$ cat config.mk
export PLATFORM = sky130hd
export DESIGN_NAME = ptmr_timer
export DESIGN_NICKNAME = d
export VERILOG_FILES = /design/src/rtl/ptmr_pkg.sv /design/src/rtl/ptmr_period_reg.sv /design/src/rtl/ptmr_load_calc.sv /design/src/rtl/ptmr_downcount.sv /design/src/rtl/ptmr_timer.sv
export SDC_FILE = /design/constraint.sdc
export NUM_CORES = 1
export LEC_CHECK = 0
export BUFFER_PORTS_ARGS = -buffer_cell sky130_fd_sc_hd__clkbuf_2
export CORE_UTILIZATION = 55
export DETAILED_ROUTE_END_ITERATION = 10
export PLACE_DENSITY = 0.87
export SYNTH_ARGS = -nofsm -noshare
export SYNTH_HDL_FRONTEND = slang
export SYNTH_SLANG_ARGS = --single-unit
$ cat constraint.sdc
create_clock -name clk -period 4.65 [get_ports clk]
set_input_delay 1.1625 -clock clk [delete_from_list [all_inputs] [get_ports clk]]
set_output_delay 1.1625 -clock clk [all_outputs]
set_load 0.005 [all_outputs]
$ cat src/rtl/ptmr_pkg.sv
package ptmr_pkg;
  // What the down-counter does on the next edge.
  typedef enum logic [1:0] {
    ACT_HOLD = 2'd0,
    ACT_DEC  = 2'd1,
    ACT_LOAD = 2'd2
  } cnt_act_e;
endpackage

$ cat src/rtl/ptmr_period_reg.sv
module ptmr_period_reg #(
  parameter int PW          = 8,
  parameter int INIT_PERIOD = 5
) (
  input  logic          clk,
  input  logic          rst,
  input  logic          wr,
  input  logic [PW-1:0] din,
  output logic [PW-1:0] prd_q
);
  always_ff @(posedge clk) begin
    if (rst)     prd_q <= PW'(INIT_PERIOD);
    else if (wr) prd_q <= din;
  end

  // Without a write strobe the stored period must not move.
  assert_hold_without_write_R5: assert property (@(posedge clk) disable iff (rst)
    !wr |=> $stable(prd_q));
endmodule

$ cat src/rtl/ptmr_load_calc.sv
module ptmr_load_calc #(
  parameter int PW = 8,
  localparam int CW = PW + 1
) (
  input  logic [PW-1:0] prd,
  output logic [CW-1:0] load_val
);
  logic [CW-1:0] eff;

  // A period of 0 is treated as 1; the load value is the effective
  // period minus two, so a period of 1 loads all ones (top bit set).
  always_comb begin
    eff      = (prd == '0) ? CW'(1) : {1'b0, prd};
    load_val = eff - CW'(2);
  end
endmodule

$ cat src/rtl/ptmr_downcount.sv
module ptmr_downcount
  import ptmr_pkg::*;
#(
  parameter int PW = 8,
  localparam int CW = PW + 1,
  parameter logic [CW-1:0] RST_LOAD = '0
) (
  input  logic          clk,
  input  logic          rst,
  input  cnt_act_e      act,
  input  logic [CW-1:0] load_val,
  output logic          term
);
  logic [CW-1:0] cnt_q;

  always_ff @(posedge clk) begin
    if (rst) begin
      cnt_q <= RST_LOAD;
    end else begin
      unique case (act)
        ACT_LOAD: cnt_q <= load_val;
        ACT_DEC:  cnt_q <= cnt_q - CW'(1);
        default:  cnt_q <= cnt_q;
      endcase
    end
  end

  // Terminal detect is the top bit alone.
  assign term = cnt_q[CW-1];

  assert_hold_when_idle_R4: assert property (@(posedge clk) disable iff (rst)
    (act == ACT_HOLD) |=> $stable(cnt_q));

  assert_reload_clears_top_R6: assert property (@(posedge clk) disable iff (rst)
    (act == ACT_LOAD) && !load_val[CW-1] |=> !term);

  assert_no_early_wrap_R7: assert property (@(posedge clk) disable iff (rst)
    (act == ACT_DEC) && (cnt_q != '0) |=> !term);
endmodule

$ cat src/rtl/ptmr_timer.sv
module ptmr_timer
  import ptmr_pkg::*;
#(
  parameter int PERIOD_W    = 8,
  parameter int INIT_PERIOD = 5
) (
  input  logic                clk,
  input  logic                rst,
  input  logic                period_wr,
  input  logic [PERIOD_W-1:0] period_din,
  input  logic                enable,
  input  logic                restart,
  output logic                tick
);
  localparam int CW = PERIOD_W + 1;
  localparam logic [CW-1:0] RST_LOAD =
    (INIT_PERIOD <= 1) ? {CW{1'b1}} : CW'(INIT_PERIOD) - CW'(2);

  logic [PERIOD_W-1:0] prd_q;
  logic [CW-1:0]       load_val;
  logic                term;
  cnt_act_e            act;

  ptmr_period_reg #(.PW(PERIOD_W), .INIT_PERIOD(INIT_PERIOD)) u_preg (
    .clk(clk), .rst(rst), .wr(period_wr), .din(period_din), .prd_q(prd_q)
  );

  ptmr_load_calc #(.PW(PERIOD_W)) u_load (
    .prd(prd_q), .load_val(load_val)
  );

  ptmr_downcount #(.PW(PERIOD_W), .RST_LOAD(RST_LOAD)) u_cnt (
    .clk(clk), .rst(rst), .act(act), .load_val(load_val), .term(term)
  );

  // Restart wins; otherwise enable gates counting; terminal reloads.
  always_comb begin
    if (restart)      act = ACT_LOAD;
    else if (!enable) act = ACT_HOLD;
    else if (term)    act = ACT_LOAD;
    else              act = ACT_DEC;
  end

  assign tick = !rst && enable && !restart && term;

  assert_single_pulse_R2: assert property (@(posedge clk) disable iff (rst)
    tick && (prd_q > PERIOD_W'(1)) |=> !tick);
endmodule

# ---- Word level (Yosys, flattened, before mapping)
# Cells that the tools add are included.
dict set report totals {
  inputBits 13
  reg_bits 17
  elab_cells 18
}
dict set report classes {
  reduce_logical 7
  eq_ne 2
  n_addsub 2
  mux 5
}
# cell n
set ops {}
lappend ops {{9-bit one-hot mux with 2 select lines} 1}
lappend ops {{9-bit by 1-bit subtractor with 9-bit output (second input constant)} 1}
lappend ops {{9-bit by 2-bit subtractor with 9-bit output (second input constant)} 1}
lappend ops {{8-bit logical NOT} 1}
lappend ops {{8-bit two-way mux} 1}
lappend ops {{2-bit two-way mux} 3}
lappend ops {{1-bit logical AND} 3}
lappend ops {{2-bit by 1-bit == test with 1-bit output (second input constant)} 1}
lappend ops {{2-bit == test (second input constant)} 1}
lappend ops {{1-bit logical NOT} 2}
lappend ops {{2-bit nonzero test} 1}

# ---- Depth between registers and ports, before layout
# Gate-level depths: netlist of run 1.
dict set report depth {
  word_depth 5
  ltp_mapped 7
  mapped_depth_nobuf 6
}

# ---- Modules after synthesis
# Synthesis of run 1 repeated with hierarchy kept, for this count alone.
dict set report hier_totals {
  hier_cells 123
  hier_area_um2 1077.3
}
# module instances seq_area_each_um2 cells_each area_per_inst_um2
set modules_own_cells {}
lappend modules_own_cells {ptmr_downcount 1 180.2 76 621.8}
lappend modules_own_cells {ptmr_period_reg 1 160.2 26 292.8}
lappend modules_own_cells {ptmr_load_calc 1 0.0 18 133.9}
lappend modules_own_cells {ptmr_timer 1 0.0 3 28.8}

# ---- Worst setup path after synthesis of run 1
# No wires, ideal clock.
dict set report synth_path {
  kind {input to output}
  from {input port restart}
  to {output port tick}
  slack_ns 2.002
  path_stages 1
  t_required_ns 3.488
  arrival_ns 1.486
  path_cell_list {nor4b_1}
}
dict set report synth_between {
  elab_chain_cells 3
}
# item line_no
set synth_rtl {}
lappend synth_rtl {{from (decl)} ptmr_timer.sv:12} ;# input logic restart,
lappend synth_rtl {{1-bit logical NOT} ptmr_timer.sv:44} ;# assign tick = !rst && enable && !restart && term;
lappend synth_rtl {{1-bit logical AND (2 in series)} ptmr_timer.sv:44}
lappend synth_rtl {{to (decl)} ptmr_timer.sv:13} ;# output logic tick
# No other way between the ends.

# ---- Worst setup path after layout of run 1
dict set report layout_path {
  from {input port rst}
  to {output port tick}
}
dict set report layout_between {
  elab_chain_cells 4
}
# item line_no
set layout_rtl {}
lappend layout_rtl {{from (decl)} ptmr_timer.sv:8} ;# input logic rst,
lappend layout_rtl {{1-bit logical NOT} ptmr_timer.sv:44}
lappend layout_rtl {{1-bit logical AND (3 in series)} ptmr_timer.sv:44}
# No other way between the ends.

==> results.yml, run 1 <==
sta:
  fin_crit_ns: 2.97
  skew_ns: 0.0173
  hold_viol_final: 0
  finalSetupViolCount: 0
  rsz0062_at_grt: "no"
  finalMaxSlewViolations: 0
  relSlewSlack_pct: 56.6
  period_share_pct: 63.9
  max_freq_ghz: 0.336
  setup_tns_ns: 0
  tightest_slew_ns: 0.652
  worst_slack_ns: 1.68
die:
  dieArea_um2: 1930
  initial_core_util_pct: 61.4
  design.core.area_um2: 1580
  row_count: 14
  die_w_um: 44.0
  io_pins: 14
  die_y_um: 44.0
critical_path:
  cp_cell_sequence: "clkbuf_2 > nor4b_1 > clkbuf_2"
  r2r_cells: 5
  critPathMaxStageDelay_ns: 0.28
  critPathSlowestCell: "nor4b_1"
  critPathKind: "input pin to output port"
  critical_path.max_fanout: 14
  cp_common_cell: "clkbuf_2"
  endpoint_kind: "output port"
  required_ns: 3.49
  arrival_ns: 1.81
  worstSetupStartpointType: "input pin"
yosys:
  synth_cell_type_count: 39
  synth_simple_gate_area_share_pct: 24.2
  synthMuxAreaShare_pct: 8.27
  synth-xor-area-share_pct: 2.71
  yosysSeqAreaShare_pct: 35.1
  synth_area_um2: 968
  ys_seq_elements: 17
  netlist.area_leader.share_pct: 35.1
  synthTopCellsByArea: "dfxtp_1 (35%), mux2i_1 (8.3%), ha_1 (3.9%), nor2_1 (3.5%), a21oi_1 (3.1%)"
  synth_fa_ha_area_share_pct: 3.88
  synth_top_family_by_area: "simple AND/OR/NAND/NOR gates"
  synth.largest_area_cell: "dfxtp_1"
  yosys_warnings: 0
  syn-num-nets: 130
  syn_inst: 114
  syn_area_per_cell_um2: 8.49
  synth_compound_area_share_pct: 20.8
drt:
  vias_per_cell: 6.09
  drc_errors: 0
  drt-pass1-iter-count: 4
  wl_met2_um: 999
  drt_wl_total_um: 2050
  wl_per_cell_um: 14.4
  ant_nets: 0
  drt_iter0_drc: 33
  drt-met1-wl_um: 906
  num_vias: 865
  top_layer_used: "met4"
  wl_met3_um: 100
power_and_ir_drop:
  powerDensity_nw_per_um2: 298
  leakage_nw: 0.442
  ir_worst_vdd_mv: 0.210
status:
  status: "completed"
grt:
  grt_pass1_vias: 735
  antenna_found_initial: 0
  grt_use_total_pct: 23.7
  grt_overflow_total: 0
  grt_max_degree: 22
  grt_pass1_wl_um: 3330
job:
  drv_cap: 0
cells_and_area:
  drive_gt1_share_pct: 15.9
  fin_util_pct: 67.5
  nNetsFinal: 143
  final_cell_mix: "dfxtp_1 (17), clkbuf_2 (13), nor2_1 (9)"
  n_antenna_cell: 0
  final_common_cell: "dfxtp_1"
  synthToLayoutAreaGrowth_pct: 9.95
  final_cells: 142
placed_design:
  dp_worst_setup_slack_ns: 1.68
  hpwl_um: 1550
  gp_congestion: 0.841
  dpl.cell_count: 138
  io_buffers: 13
clocking:
  cts_setup_buffers: 0
  ctsHoldBuffers: 0
  max-clock-path-buffers: 2
  clk_latency_ns: 0.31
  cts.sinks: 17
  cts_buffers: 3
  cts-root-buf: "clkbuf_4"
  clk_pin_slew_ns: 0.11
  htreeDepth: 1
  cts_tree: "yes"
  cts_resized: 0
hold_path:
  hp-class: "flop to flop"
  hold_depth: 2
-- cell families after synthesis --
kind of cell,after synthesis
AND/OR/NAND/NOR,41
AO/OA/AOI/OAI,29
flip-flops,17
multiplexers,8
XOR/XNOR,3
adder cells (fa/ha/maj),3
buffers and inverters,13
-- area by class of cell --
class | instances | area [um2]
multi-input combinational | 84 | 579
fill | 137 | 512
sequential | 17 | 340
timing repair buffer | 13 | 65.1
inverter | 8 | 30.0
clock buffer | 3 | 22.5
tap | 16 | 20.0
clock inverter | 1 | 7.51
-- where the power goes --
| group | switching, mW | total [mW] | leakage (nW) | internal (mW) |
|---|---|---|---|---|
| Clock | 0.0518 | 0.0847 | 0.0139 | 0.0329 |
| Combinational | 0.0357 | 0.0647 | 0.288 | 0.0290 |
| Sequential | 0.0112 | 0.168 | 0.140 | 0.156 |
| Total | 0.0988 | 0.317 | 0.442 | 0.218 |
-- final timing paths --
kind,from,to,slack [ns]
max,rst,tick,1.68
min,u_preg.prd_q[0],u_preg.prd_q[0],0.52
min reg2reg,u_preg.prd_q[0],u_preg.prd_q[0],0.52
max reg2reg,u_cnt.cnt_q[8],u_cnt.cnt_q[6],2.76
-- metal layers --
layer  up-vias  track usage [%]
li1        439                -
met5         -                0
met4         0             10.9
met2        26             37.6
met1       395             32.4
met3         5             2.50
-- critical path, delay by kind of cell --
kind                   cells  cell delay, ns
buffers and inverters      2            0.36
AND/OR/NAND/NOR            1            0.28
-- state kept, by name (all words and copies together), names as in the netlist --
| name | cells |
|---|---|
| u_preg.prd_q | 8 |
| u_cnt.cnt_q | 9 |
-- cells in the mapped netlist, drive strengths merged --
master / count
ha: 3
clkbuf: 5
nor2b: 3
a22o: 1
nand4bb: 1
and3b: 1
dfxtp: 17
a2111oi: 2
inv: 8
a221oi: 1
o41a: 1
nor4b: 1
nand3: 1
xnor2: 3
nand4: 1
nor2: 10
and2: 1
nand3b: 1
o31ai: 2
mux2i: 8
nor3b: 2
o21a: 1
o211ai: 3
nand2b: 2
and3: 1
or4: 2
o2111a: 1
o21ai: 7
nand2: 8
o22ai: 1
nor3: 3
a31oi: 2
a21oi: 6
nor4: 3
o41ai: 1
-- metrics by stage --
step	hold slack, ns	instance area (um2)	power (mW)
4_1_cts	0.526	1060	0.319
3_3_place_gp	0.473	1030	0.231
2_1_floorplan	0.435	968	0.216
5_1_grt	0.562	1060	0.332
6_report	0.517	1060	0.317
3_5_place_dp	0.495	1030	0.235
No activity file was read; power rests on OpenSTA's default activity.
==> run 2, diff against run 1 <==
--- a/config.mk
+++ b/config.mk
@@ -5,6 +5,7 @@
 export SDC_FILE = /design/constraint.sdc
 export NUM_CORES = 1
 export LEC_CHECK = 0
+export ABC_AREA = 1
 export BUFFER_PORTS_ARGS = -buffer_cell sky130_fd_sc_hd__clkbuf_2
 export CORE_UTILIZATION = 55
 export DETAILED_ROUTE_END_ITERATION = 10
==> constraint.sdc (replaced) <==
create_clock -name clk -period 2.85 [get_ports clk]
set_input_delay 0.7125 -clock clk [delete_from_list [all_inputs] [get_ports clk]]
set_output_delay 0.7125 -clock clk [all_outputs]
set_load 0.005 [all_outputs]
==> run 2 against run 1 <==
Effect of this change: sequential power is 67% higher; wire length decreased by 2.7%; sequential share of layout area fell by 1.4 points; cell count rose by 39%; final area grew 4.6%; global-route usage up 0.39 points; non-clock buffer count grew 1; critical path depth stayed put; largest cell class unchanged; largest power group unchanged.
==> results.yml, run 2 <==
status:
  status: "completed"
placed_design:
  io_buffers: 13
  hpwl_um: 1570
  gp_congestion: 0.928
  dpl.cell_count: 193
yosys:
  yosysMostFrequentCell: "nand2_1"
  syn-num-nets: 175
  syn_area_per_cell_um2: 6.36
  synth_edf_count: 0
  synth_cell_type_count: 19
  netlist.area_leader.share_pct: 33.7
  syn_inst: 159
  synth_area_um2: 1010
  synth.largest_area_cell: "dfxtp_1"
  yosysSeqAreaShare_pct: 33.7
  yosys_warnings: 0
  ys_top_cells_by_count: "nand2_1 (34), inv_1 (24), a21oi_1 (17), dfxtp_1 (17)"
  ys_seq_elements: 17
  synthTopCellsByArea: "dfxtp_1 (34%), nand2_1 (13%), inv_1 (8.9%), a21oi_1 (8.4%), nand3_1 (7.9%)"
  synthArstFlopShare_pct: 0
  synth_flop_cell: "dfxtp_1"
grt:
  grt_pass1_vias: 868
  global_route.usage.met3_pct: 2.40
  antenna_found_initial: 0
  grt_use_total_pct: 24.1
  grt_overflow_total: 0
  grt_max_degree: 14
  grt_use_met2_pct: 37.4
  grt_pass1_wl_um: 3650
  gr-usage-met1_pct: 34.8
  busiest_layer: "met2"
clocking:
  max-clock-path-buffers: 2
  cts_resized: 0
  cts_tree: "yes"
  clk_latency_ns: 0.29
  htreeDepth: 1
  cts-root-buf: "clkbuf_4"
  ctsHoldBuffers: 0
  cts.sinks: 17
  cts_buffers: 3
  clk_pin_slew_ns: 0.09
  cts_setup_buffers: 0
cells_and_area:
  largest_reg_flops: 9
  fillers: 182
  n_antenna_cell: 0
  drive_gt1_share_pct: 14.0
  largest-register: "u_cnt.cnt_q"
  nNetsFinal: 189
  ff_latch_area_um2: 340
  final_cells: 197
  synthToLayoutAreaGrowth_pct: 10.1
  multi_input_area_um2: 549
  final_common_cell: "nand2_1"
  final_cell_mix: "nand2_1 (34), inv_1 (24), a21oi_1 (17), dfxtp_1 (17)"
  top_regs: "u_cnt.cnt_q (9), u_preg.prd_q (8)"
drt:
  drt-pass1-iter-count: 4
  vias_per_cell: 5.25
  drt_wl_total_um: 1990
  drt_iter0_drc: 32
  ant_nets: 0
  drc_errors: 0
  wl_per_cell_um: 10.1
  num_vias: 1034
die:
  die_y_um: 44.9
  io_pins: 14
  initial_core_util_pct: 58.6
  dieArea_um2: 2010
  die_w_um: 44.9
  design.core.area_um2: 1730
  row_count: 15
sta:
  setup_tns_ns: 0
  fin_crit_ns: 2.01
  tightest_slew_ns: 0.317
  period_share_pct: 70.5
  holdWs_ns: 0.506
  finalSetupViolCount: 0
  finalMaxSlewViolations: 0
  hold_viol_final: 0
  skew_ns: 0.00330
  relSlewSlack_pct: 78.8
  rsz0062_at_grt: "no"
  max_freq_ghz: 0.498
hold_path:
  hold_end: "u_preg.prd_q[0]"
  hold_depth: 2
  min_from: "u_preg.prd_q[0]"
  hp-class: "flop to flop"
critical_path:
  critical_path.max_fanout: 8
  required_ns: 2.14
  r2r_slack_ns: 1.18
  arrival_ns: 1.30
  r2r_start: "u_cnt.cnt_q[8]"
  r2r_cells: 6
  worstSetupStartpointType: "input pin"
  endpoint_kind: "output port"
  r2r-end: "u_cnt.cnt_q[2]"
  critPathKind: "input pin to output port"
job:
  drv_cap: 0
power_and_ir_drop:
  ir_worst_vdd_mv: 0.295
  powerDensity_nw_per_um2: 483
  leakage_nw: 0.527
run 2: cell types whose count changed in the layout (fill, tap and decap cells not counted), moves of 8 or more:
| cell | delta |
|---|---|
| nand2_1 | +26 |
| mux2i_1 | -8 |
| o21ai_0 | +11 |
| inv_1 | +16 |
| a21oi_1 | +11 |
| nand3_1 | +15 |
run 2: layer usage:
| layer | share of wire (%) | vias to the layer above |
|---|---|---|
| li1 | - | 538 |
| met3 | 5.3 | 5 |
| met4 | 1.7 | 0 |
| met5 | 0 | - |
| met2 | 47 | 35 |
| met1 | 46 | 456 |
run 2: stage by stage:
step | worst slack, ns | util (%) | power (mW) | area (um2)
global placement | 0.814 | 63.0 | 0.411 | 1090
detailed placement | 0.757 | 63.0 | 0.415 | 1090
CTS | 0.841 | 64.5 | 0.539 | 1110
finish | 0.840 | 64.5 | 0.537 | 1110
global route | 0.813 | 64.5 | 0.576 | 1110
floorplan | 0.982 | - | 0.384 | 1010
run 2: worst max-delay path by stage:
stage / from / to / slack (ns) / cells past startpoint
finish: rst / tick / 0.84 / 3
floorplan: rst / tick / 0.98 / 2
global placement: enable / u_cnt.cnt_q[2] / 0.81 / 8
detailed placement: enable / u_cnt.cnt_q[2] / 0.76 / 8
CTS: rst / tick / 0.84 / 3
global route: rst / tick / 0.81 / 3
run 2: area by class of cell:
cell class,instances,area share (%)
multi-input cells,112,49.3
flip-flops and latches,17,30.6
inverters,25,8.43
repair buffers,14,6.52
well taps,25,2.81
clock buffers,4,2.36
run 2: cells by family (layout without fill, tap and decap cells):
logic type	count (synthesis)	count (layout)	synth area share, %
AND/OR/NAND/NOR	74	74	33.2
flip-flops	17	17	33.7
AO/OA/AOI/OAI	35	35	17.5
adder cells (fa/ha/maj)	3	3	3.71
buffers and inverters	30	43	12.0
run 2: worst max-delay path, stage by stage:
cell	delay (ns)
clkbuf_2	0.16
nor4_1	0.27
clkbuf_2	0.15
run 2: report_power, final:
part           leakage (nW)  internal (mW)  total (mW)  switching [mW]
registers             0.141          0.260       0.280          0.0203
clock network        0.0150         0.0544       0.127          0.0723
logic                 0.371         0.0485       0.130          0.0819
